File: src/rtl/ecc256_pkg.sv
package ecc256_pkg;

  typedef enum logic [1:0] {
    SEL_CTRL    = 2'd0,
    SEL_LINE_LO = 2'd1,
    SEL_LINE_HI = 2'd2,
    SEL_COL     = 2'd3
  } reg_sel_e;

  localparam int CTL_EN_BIT  = 0;
  localparam int CTL_CLR_BIT = 1;
  localparam int CTL_INV_BIT = 2;

  // column parities from the running XOR of all bytes:
  // result = {P4, P4', P2, P2', P1, P1'}
  function automatic logic [5:0] col_from_xor(input logic [7:0] x);
    logic [5:0] r;
    for (int j = 0; j < 3; j++) begin
      logic hi;
      logic lo;
      hi = 1'b0;
      lo = 1'b0;
      for (int b = 0; b < 8; b++) begin
        if (((b >> j) & 1) == 1) hi = hi ^ x[b];
        else                     lo = lo ^ x[b];
      end
      r[2*j+1] = hi;
      r[2*j]   = lo;
    end
    return r;
  endfunction

endpackage

File: src/rtl/ecc_blk_cnt.sv
module ecc_blk_cnt #(
  parameter int BLK_BYTES = 256,
  parameter int IDX_W     = $clog2(BLK_BYTES),
  parameter int CNT_W     = $clog2(BLK_BYTES + 1)
) (
  input  logic             clk,
  input  logic             rst,
  input  logic             clr,
  input  logic             en,
  input  logic             stb,
  output logic             take,
  output logic [IDX_W-1:0] idx
);

  localparam logic [CNT_W-1:0] LIMIT = CNT_W'(BLK_BYTES);

  logic [CNT_W-1:0] cnt_q;
  logic             full;

  assign full = (cnt_q == LIMIT);
  assign take = en & stb & ~full & ~clr;
  assign idx  = cnt_q[IDX_W-1:0];

  always_ff @(posedge clk) begin
    if (rst || clr) cnt_q <= '0;
    else if (take)  cnt_q <= cnt_q + 1'b1;
  end


  cnt_cap_chk: assert property (@(posedge clk) disable iff (rst)
    cnt_q <= LIMIT);


  cnt_clear_chk: assert property (@(posedge clk) disable iff (rst)
    clr |=> (cnt_q == '0));


  cnt_step_chk: assert property (@(posedge clk) disable iff (rst)
    take |=> (cnt_q == $past(cnt_q) + 1'b1));

endmodule

File: src/rtl/ecc_line_acc.sv
module ecc_line_acc #(
  parameter int IDX_W  = 8,
  parameter int LINE_W = 2 * IDX_W
) (
  input  logic              clk,
  input  logic              rst,
  input  logic              clr,
  input  logic              take,
  input  logic [IDX_W-1:0]  idx,
  input  logic [7:0]        byte_in,
  output logic [LINE_W-1:0] lp_q
);

  logic bpar;
  assign bpar = ^byte_in;

  for (genvar k = 0; k < IDX_W; k++) begin : g_pair
    always_ff @(posedge clk) begin
      if (rst || clr) begin
        lp_q[2*k]   <= 1'b0;
        lp_q[2*k+1] <= 1'b0;
      end else if (take) begin
        if (idx[k]) lp_q[2*k+1] <= lp_q[2*k+1] ^ bpar;
        else        lp_q[2*k]   <= lp_q[2*k]   ^ bpar;
      end
    end
  end


  line_hold_chk: assert property (@(posedge clk) disable iff (rst)
    (!take && !clr) |=> $stable(lp_q));


  line_clear_chk: assert property (@(posedge clk) disable iff (rst)
    clr |=> (lp_q == '0));

endmodule

File: src/rtl/ecc_col_acc.sv
module ecc_col_acc (
  input  logic       clk,
  input  logic       rst,
  input  logic       clr,
  input  logic       take,
  input  logic [7:0] byte_in,
  output logic [7:0] colx_q
);

  always_ff @(posedge clk) begin
    if (rst || clr) colx_q <= '0;
    else if (take)  colx_q <= colx_q ^ byte_in;
  end


  col_hold_chk: assert property (@(posedge clk) disable iff (rst)
    (!take && !clr) |=> $stable(colx_q));


  col_clear_chk: assert property (@(posedge clk) disable iff (rst)
    clr |=> (colx_q == '0));

endmodule

File: src/rtl/ecc_regs.sv
module ecc_regs
  import ecc256_pkg::*;
#(
  parameter int LINE_W = 16
) (
  input  logic              clk,
  input  logic              rst,
  input  logic              reg_wr,
  input  logic [1:0]        reg_sel,
  input  logic [7:0]        reg_wdata,
  input  logic [LINE_W-1:0] lp,
  input  logic [7:0]        colx,
  output logic              en,
  output logic              clr,
  output logic [7:0]        rdata
);

  logic       inv_q;
  logic       ctl_wr;
  logic [15:0] line16;
  logic [7:0]  col_reg;
  logic [7:0]  rd_mux;

  assign ctl_wr  = reg_wr && (reg_sel_e'(reg_sel) == SEL_CTRL);
  assign clr     = ctl_wr && reg_wdata[CTL_CLR_BIT];
  assign line16  = 16'(lp);
  assign col_reg = {col_from_xor(colx), 2'b11} ^ {{6{inv_q}}, 2'b00};

  always_ff @(posedge clk) begin
    if (rst) begin
      en    <= 1'b0;
      inv_q <= 1'b0;
    end else if (ctl_wr) begin
      en    <= reg_wdata[CTL_EN_BIT];
      inv_q <= reg_wdata[CTL_INV_BIT];
    end
  end

  always_comb begin
    unique case (reg_sel_e'(reg_sel))
      SEL_CTRL:    rd_mux = {5'b0, inv_q, 1'b0, en};
      SEL_LINE_LO: rd_mux = line16[7:0]  ^ {8{inv_q}};
      SEL_LINE_HI: rd_mux = line16[15:8] ^ {8{inv_q}};
      default:     rd_mux = col_reg;
    endcase
  end

  always_ff @(posedge clk) begin
    if (rst) rdata <= '0;
    else     rdata <= rd_mux;
  end


  col_spare_chk: assert property (@(posedge clk) disable iff (rst)
    (reg_sel_e'(reg_sel) == SEL_COL) |=> (rdata[1:0] == 2'b11));

endmodule

File: src/rtl/ecc256_gen.sv
module ecc256_gen #(
  parameter int BLK_BYTES = 256
) (
  input  logic       clk,
  input  logic       rst,
  input  logic       dw_stb,
  input  logic [7:0] dw_byte,
  input  logic       reg_wr,
  input  logic [1:0] reg_sel,
  input  logic [7:0] reg_wdata,
  output logic [7:0] reg_rdata
);

  localparam int IDX_W  = $clog2(BLK_BYTES);
  localparam int CNT_W  = $clog2(BLK_BYTES + 1);
  localparam int LINE_W = 2 * IDX_W;

  logic              en;
  logic              clr;
  logic              take;
  logic [IDX_W-1:0]  idx;
  logic [LINE_W-1:0] lp;
  logic [7:0]        colx;

  ecc_regs #(.LINE_W(LINE_W)) u_regs (
    .clk      (clk),
    .rst      (rst),
    .reg_wr   (reg_wr),
    .reg_sel  (reg_sel),
    .reg_wdata(reg_wdata),
    .lp       (lp),
    .colx     (colx),
    .en       (en),
    .clr      (clr),
    .rdata    (reg_rdata)
  );

  ecc_blk_cnt #(.BLK_BYTES(BLK_BYTES), .IDX_W(IDX_W), .CNT_W(CNT_W)) u_cnt (
    .clk (clk),
    .rst (rst),
    .clr (clr),
    .en  (en),
    .stb (dw_stb),
    .take(take),
    .idx (idx)
  );

  ecc_line_acc #(.IDX_W(IDX_W), .LINE_W(LINE_W)) u_line (
    .clk    (clk),
    .rst    (rst),
    .clr    (clr),
    .take   (take),
    .idx    (idx),
    .byte_in(dw_byte),
    .lp_q   (lp)
  );

  ecc_col_acc u_col (
    .clk    (clk),
    .rst    (rst),
    .clr    (clr),
    .take   (take),
    .byte_in(dw_byte),
    .colx_q (colx)
  );

endmodule

File: config.mk
export PLATFORM = sky130hd
export DESIGN_NAME = ecc256_gen
export DESIGN_NICKNAME = d
export VERILOG_FILES = /design/src/rtl/ecc256_pkg.sv /design/src/rtl/ecc_blk_cnt.sv /design/src/rtl/ecc_line_acc.sv /design/src/rtl/ecc_col_acc.sv /design/src/rtl/ecc_regs.sv /design/src/rtl/ecc256_gen.sv
export SDC_FILE = /design/constraint.sdc
export NUM_CORES = 1
export LEC_CHECK = 0
export ABC_AREA = 0
export BUFFER_PORTS_ARGS = -buffer_cell sky130_fd_sc_hd__buf_4
export CAP_MARGIN = 20
export CORE_ASPECT_RATIO = 0.7
export CORE_MARGIN = 1
export CORE_UTILIZATION = 61
export DETAILED_ROUTE_END_ITERATION = 12
export GPL_TIMING_DRIVEN = 1
export MAX_ROUTING_LAYER = met4
export PLACE_DENSITY = 0.86
export RECOVER_POWER = 25
export SYNTH_ARGS = -nofsm -noshare
export SYNTH_HDL_FRONTEND = slang
export SYNTH_SLANG_ARGS = --single-unit
File: constraint.sdc
create_clock -name clk -period 5.96 [get_ports clk]
set_input_delay 0.894 -clock clk [delete_from_list [all_inputs] [get_ports clk]]
set_output_delay 0.894 -clock clk [all_outputs]
set_load 0.02 [all_outputs]
==> metrics.yaml, run 1 <==
outcome: "finished, final reports clean"
synth-seq-cells: 43
cts_hold_buf: 0
r2r_setup_slack_ns: 3.39
viasPerCell: 5.549
tritoncts: "done"
pre_cts_slack_ns: 2.855
fillCellCount: 303
numCtsBuffers: 5
cts.sinks: 43
cap_violations: 0
start_util: 0.6415
ant_nets: 0
end_kind: "flop"
hold_viol: 0
clkSlewWorstSetupHoldPaths_ns: 0.08
synth-edff-count: 0
fp.coreArea_mm2: 0.003536
n_antenna_cell: 0
dpl_cell_area_mm2: 0.002407
async_flop_share: 0
synth_area_mm2: 0.002268
path_max_fanout: 25
pwr_density_cell_mw_per_mm2: 230.9
power_uw: 568.2
timing.rr.end: "u_line.lp_q[7]"
yosys.cell_types.count: 34
gp_congestion: 0.7543
synthSimpleGateAreaFrac: 0.1897
port_buffers: 24
htreeDepth: 2
fin_tns_setup_ns: 0
final_area_mm2: 0.002461
synthMuxAreaShare: 0.03530
p_leak_nw: 0.8571
setup_violations: 0
wl_um: 4561
synth_cells: 253
cp_data_arrival_time_ns: 3.04
route.detailed.drc: 0
max_freq_ghz: 0.3557
fp.dieH_um: 53.02
slew_headroom: 0.3454
grt_max_degree: 34
worst_slack_ns: 3.148
antenna_found_initial: 0
fp.dieW_um: 74.89
ff2ff_path_depth: 7
yosys_warnings: 0
slew_viol_final: 0
synth-xor-area-share: 0.1892
insertion_delay_ns: 0.30
min_period_ns: 2.812
cts_root_buf: "clkbuf_8"
cts_setup_buffers: 0
cts_resized: 0
wl_per_cell_um: 14.30
rsz0062_at_grt: "false"
gr-total-overflow: 0
synthesis.nets: 280
grt_first_pass_wirelength_um: 7231
synth_top_family_by_area: "simple AND/OR/NAND/NOR gates"
syn-mean-instance-area_um2: 8.966
crit_path_start: "reg_sel[0]"
hold_path_class: "reg2reg"
synth-adder-area-share: 0.02758
ys.flop_type: "dfxtp_1"
synth_area_leaders: "dfxtp_1 38%, xnor2_1 12%, xor2_1 6.6%, nor2_1 4.8%, nand2_1 4.1%"
vias: 1770
worstHoldPathCells: 2
dieArea_mm2: 0.003970
grt.total_usage: 0.2584
ff_latch_area_um2: 860.8
ys_seq_area_frac: 0.3795
ctsLongestPathBuffers: 2
synth_area_leader_cell: "dfxtp_1"
skew_ns: 0.004411
critPathKind: "in2reg"
yosysTopAreaCellShare: 0.3795
ios: 30
grt_pass1_vias: 1546
post-route-period-util: 0.4717
cp-start-kind: "primary input"
hpwlAfterDp_um: 3191
worstMarginPinSlew_ns: 0.9787
drive_gt1_frac: 0.1078
synth-compound-area-share: 0.1230
r2r_start: "u_cnt.cnt_q[0]"
first_iter_violations: 195
cp_data_required_time_ns: 6.19
ir_worst_vdd_uv: 172.9
dr.pass1.iters: 4
area_growth_pct: 8.494
multi_input_comb_area_mm2: 0.001281
worstSetupEndpoint: "u_line.lp_q[7]"
rows: 18
nNetsFinal: 296
## routing by layer
metal,global-route usage,share of wire,vias to the layer above
met5,-,0,-
met4,0.1352,0.016,0
met3,0.05714,0.066,6
met2,0.3529,0.42,53
met1,0.3539,0.50,813
li1,-,-,898
## flip-flops by register name, summed over array words and instances, names as in the netlist
| signal | count |
|---|---|
| u_regs.rdata | 8 |
| u_cnt.cnt_q | 9 |
| u_line.lp_q | 16 |
| u_col.colx_q | 8 |
| u_regs.inv_q | 1 |
| u_regs.en | 1 |
## where the power goes
group | switching [mW] | internal [mW] | total [mW] | leakage, nW
combinational | 0.0535 | 0.0310 | 0.0845 | 0.463
sequential | 0.00387 | 0.291 | 0.295 | 0.347
clock | 0.0975 | 0.0910 | 0.188 | 0.0470
## Yosys cell counts, types with 2 or more instances
library cell   n
a21oi_1       16
a221oi_1       2
a22oi_1        5
buf_2          2
buf_6          6
clkbuf_1       6
dfxtp_1       43
ha_1           5
inv_1          4
mux2i_1        8
nand2_1       25
nand3_1        5
nand4_1        5
nor2_1        29
nor4b_2        2
o211ai_1       2
o21ai_1        6
o311ai_0       2
o31ai_1        6
or3_1          6
or4_1          8
xnor2_1       32
xor2_1        17
## kinds of logic (layout without fill, tap and decap cells)
kind of cell / after synthesis / count (layout)
DFF: 43 / 43
adders and majority gates: 5 / 5
muxes: 8 / 8
xor gates and xnor gates: 49 / 49
buffers and inverters: 20 / 36
AOI/OAI and AO/OA: 42 / 42
and+or+nand+nor: 86 / 86
## stage by stage
step           instances    util  hold WS [ns]
3_3_place_gp         312  0.6808        0.4608
4_1_cts              319  0.7056        0.4830
3_5_place_dp         312  0.6808        0.4722
2_1_floorplan        253       -        0.4507
6_report             319  0.6960        0.4795
5_1_grt              319  0.6960        0.5003
## worst min-delay path by stage
stage                     from               to
3_5_place_dp    u_line.lp_q[4]   u_line.lp_q[4]
6_report        u_line.lp_q[4]   u_line.lp_q[4]
3_3_place_gp    u_line.lp_q[4]   u_line.lp_q[4]
4_1_cts         u_line.lp_q[4]   u_line.lp_q[4]
2_1_floorplan  u_line.lp_q[12]  u_line.lp_q[12]
5_1_grt         u_line.lp_q[6]   u_line.lp_q[6]
## final cells by class
type                    count  share of cell area
multi-input cells         190              0.5206
flip-flops and latches     43              0.3498
repair buffers             25             0.06253
clock buffers               6             0.03355
well taps                  50             0.02542
inverters                   4            0.006101
clock inverters             1            0.002034
## critical path, cell delays in order
cell and delay, ns:
clkbuf_1 0.10, inv_1 0.07, ha_1 0.29, and3_4 0.22
a211oi_4 0.77, nand2_1 0.20, or3_1 0.35, a21oi_1 0.15
## placed cells by master (no fill, tap or decap)
cell      instances
a22oi_1           5
o211ai_1          2
xnor2_1          32
and3_1            1
dfxtp_1          43
nor4b_2           2
nand2_1          25
nor4_1            1
nor2_1           29
a211oi_1          1
ha_1              5
o311ai_0          2
and3_4            1
clkbuf_8          6
clkinv_2          1
or3_1             6
o21ai_1           6
mux2i_1           8
buf_4            16
nand3_1           5
nand4_1           5
inv_1             4
or2_2             1
a221oi_1          2
and3_2            1
nor2b_1           1
a21oi_1          16
a211o_1           1
o31ai_1           6
or4_1             8
xor2_1           17
a211oi_4          1
clkbuf_1          9
Power figures use the tool's default switching activity.
==> inputs of run 2 (changes only) <==
--- a/config.mk
+++ b/config.mk
@@ -10,11 +10,11 @@
 export CAP_MARGIN = 20
 export CORE_ASPECT_RATIO = 0.7
 export CORE_MARGIN = 1
-export CORE_UTILIZATION = 61
+export CORE_UTILIZATION = 57
 export DETAILED_ROUTE_END_ITERATION = 12
 export GPL_TIMING_DRIVEN = 1
 export MAX_ROUTING_LAYER = met4
-export PLACE_DENSITY = 0.86
+export PLACE_DENSITY = 0.81
 export RECOVER_POWER = 25
 export SYNTH_ARGS = -nofsm -noshare
 export SYNTH_HDL_FRONTEND = slang
==> constraint.sdc (replaced) <==
create_clock -name clk -period 2.6 [get_ports clk]
set_input_delay 0.39 -clock clk [delete_from_list [all_inputs] [get_ports clk]]
set_output_delay 0.39 -clock clk [all_outputs]
set_load 0.02 [all_outputs]
==> metrics.yaml, run 2 (synthesized netlist as in run 1, its figures left out) <==
viasPerCell: 5.523  # -0.46%
fp.dieH_um: 54.78  # +3.3%
path_max_fanout: 13  # -48%
pre_cts_slack_ns: 0.4070  # -2.448 ns
regMostFlops: "u_line.lp_q"
fp.coreArea_mm2: 0.003671  # +3.8%
clkSlewWorstSetupHoldPaths_ns: 0.08  # about the same
antenna_found_initial: 0  # unchanged
ir_worst_vdd_uv: 394.0  # +130%
cts_hold_buf: 0  # unchanged
reg_top3: "u_line.lp_q x16, u_cnt.cnt_q x9"
timing.rr.end: "u_line.lp_q[5]"
slew_viol_final: 0  # unchanged
numCtsBuffers: 5  # unchanged
wl_um: 4666  # +2.3%
cap_violations: 0  # unchanged
hpwlAfterDp_um: 3341  # +4.7%
ctsLongestPathBuffers: 2  # unchanged
grt_pass1_vias: 1563  # +1.1%
wl_per_cell_um: 14.45  # +1.0%
ff2ff_path_depth: 7  # unchanged
area_growth_pct: 10.31
cp_data_required_time_ns: 2.82  # -3.37 ns
swShare: 0.2569  # -0.01572
worstHoldPathCells: 2  # unchanged
outcome: "finished, final reports clean"
route.detailed.drc: 0  # unchanged
grt_max_degree: 31  # -8.8%
r2r_start: "u_cnt.cnt_q[0]"
rows: 18  # unchanged
p_leak_nw: 0.8773  # +2.4%
ios: 30  # unchanged
grt.total_usage: 0.2484  # -0.01009
fin_tns_setup_ns: 0  # unchanged
slew_headroom: 0.4703  # +0.1248
largest_reg_flops: 16  # unchanged
first_iter_violations: 78  # -60%
rsz0062_at_grt: "false"
p_int_mw: 1.023  # +150%
hold_viol: 0  # unchanged
gr-total-overflow: 0  # unchanged
clkPwrFrac: 0.364  # +0.032
dpl_cell_area_mm2: 0.002437  # +1.2%
seqPwrFrac: 0.490  # -0.030
cts_resized: 0  # unchanged
cts_root_buf: "clkbuf_8"
n_antenna_cell: 0  # unchanged
skew_ns: 0.009181  # +0.004770 ns
final_common_cell: "dfxtp_1"
cts.sinks: 43  # unchanged
port_buffers: 24  # unchanged
p_sw_uw: 353.7  # +130%
dpl.cell_count: 316  # +1.3%
cp-start-kind: "flop"
dieArea_mm2: 0.004240  # +6.8%
whs_endpoint: "u_regs.en"
most-common-layout-cells: "43 x dfxtp_1, 32 x xnor2_1, 29 x nor2_1"
critPathKind: "reg2reg"
end_kind: "flop"
pwr_density_cell_mw_per_mm2: 550.1  # +140%
final_area_mm2: 0.002502  # +1.7%
vias: 1784  # +0.79%
setup_violations: 0  # unchanged
fp.dieW_um: 77.40  # +3.4%
insertion_delay_ns: 0.30  # about the same
cp_data_arrival_time_ns: 2.48  # -0.56 ns
worstMarginPinSlew_ns: 0.7946  # -0.1841 ns
drive_gt1_frac: 0.1136  # +0.005746
stdcell_count: 323  # +1.3%
start_util: 0.6179  # -0.02362
nNetsFinal: 300  # +1.4%
finish.utilization: 0.6817  # -0.01437
fillCellCount: 298  # -1.7%
ant_nets: 0  # unchanged
tritoncts: "done"
p_comb_frac: 0.146  # -0.003
cts_setup_buffers: 0  # unchanged
grt_first_pass_wirelength_um: 7500  # +3.7%
r2r_setup_slack_ns: 0.34  # -3.05 ns
post-route-period-util: 0.8703
htreeDepth: 2  # unchanged
gp_congestion: 0.8162  # +8.2%
dr.pass1.iters: 4  # unchanged
hp-start: "rst"
min_period_ns: 2.263
max_freq_ghz: 0.4419
hold_path_class: "in2reg"
worst_slack_ns: 0.3372  # -2.811 ns
-- run 2: cell types whose count changed in the layout (fill, tap and decap cells not counted), sizes merged --
cell    before  now
buf         16   18
clkbuf      15   17
bufinv       0    1
clkinv       1    0
-- run 2: worst max-delay path by stage --
stage	start	endpoint	cells past startpoint	slack, ns
after floorplan	reg_sel[0]	u_line.lp_q[12]	7	0.68
after detailed placement	u_cnt.cnt_q[0]	u_line.lp_q[5]	7	0.41
after global placement	u_cnt.cnt_q[0]	u_col.colx_q[4]	8	0.50
after CTS	u_cnt.cnt_q[0]	u_line.lp_q[5]	7	0.35
after global routing	u_cnt.cnt_q[0]	u_line.lp_q[5]	7	0.20
final	u_cnt.cnt_q[0]	u_line.lp_q[5]	7	0.34
-- run 2: stage by stage --
step	power [mW]	hold WS, ns
after floorplan	0.8541	0.4507
after detailed placement	0.8940	0.4726
after global placement	0.8883	0.4637
final	1.377	0.3371
after CTS	1.390	0.3300
after global routing	1.432	0.3349
-- run 2: layout make-up --
class	count	area, µm²	share of cell area
clock buffers	6	72.57	0.02900
clock inverters	1	30.03	0.01200
repair buffers	29	180.2	0.07200
well taps	50	62.56	0.02500
multi-input cells	190	1281	0.5120
inverters	4	15.01	0.006000
flip-flops and latches	43	860.8	0.3440
-- run 2: power by group through the flow --
stage / Sequential [mW] / Combinational [mW] / Clock (mW)
finish: 0.674 / 0.202 / 0.501
global route: 0.676 / 0.221 / 0.536
CTS: 0.675 / 0.205 / 0.511
detailed placement: 0.690 / 0.204 / 0
global placement: 0.690 / 0.199 / 0
floorplan: 0.695 / 0.159 / 0
-- run 2: routing by layer --
layer | GRT usage | vias up | part of all wire
met5 | - | - | 0
met4 | 0.1101 | 0 | 0.013
met3 | 0.04500 | 6 | 0.038
met2 | 0.3569 | 41 | 0.43
met1 | 0.3414 | 824 | 0.52
li1 | - | 913 | -
-- run 2: critical path: stages (launching register included) --
cell and delay [ns]:
dfxtp_1 0.45, inv_1 0.12, ha_1 0.20, nor4b_2 0.18
a211oi_4 0.55, nand2_1 0.20, or3_1 0.33, a21oi_1 0.15
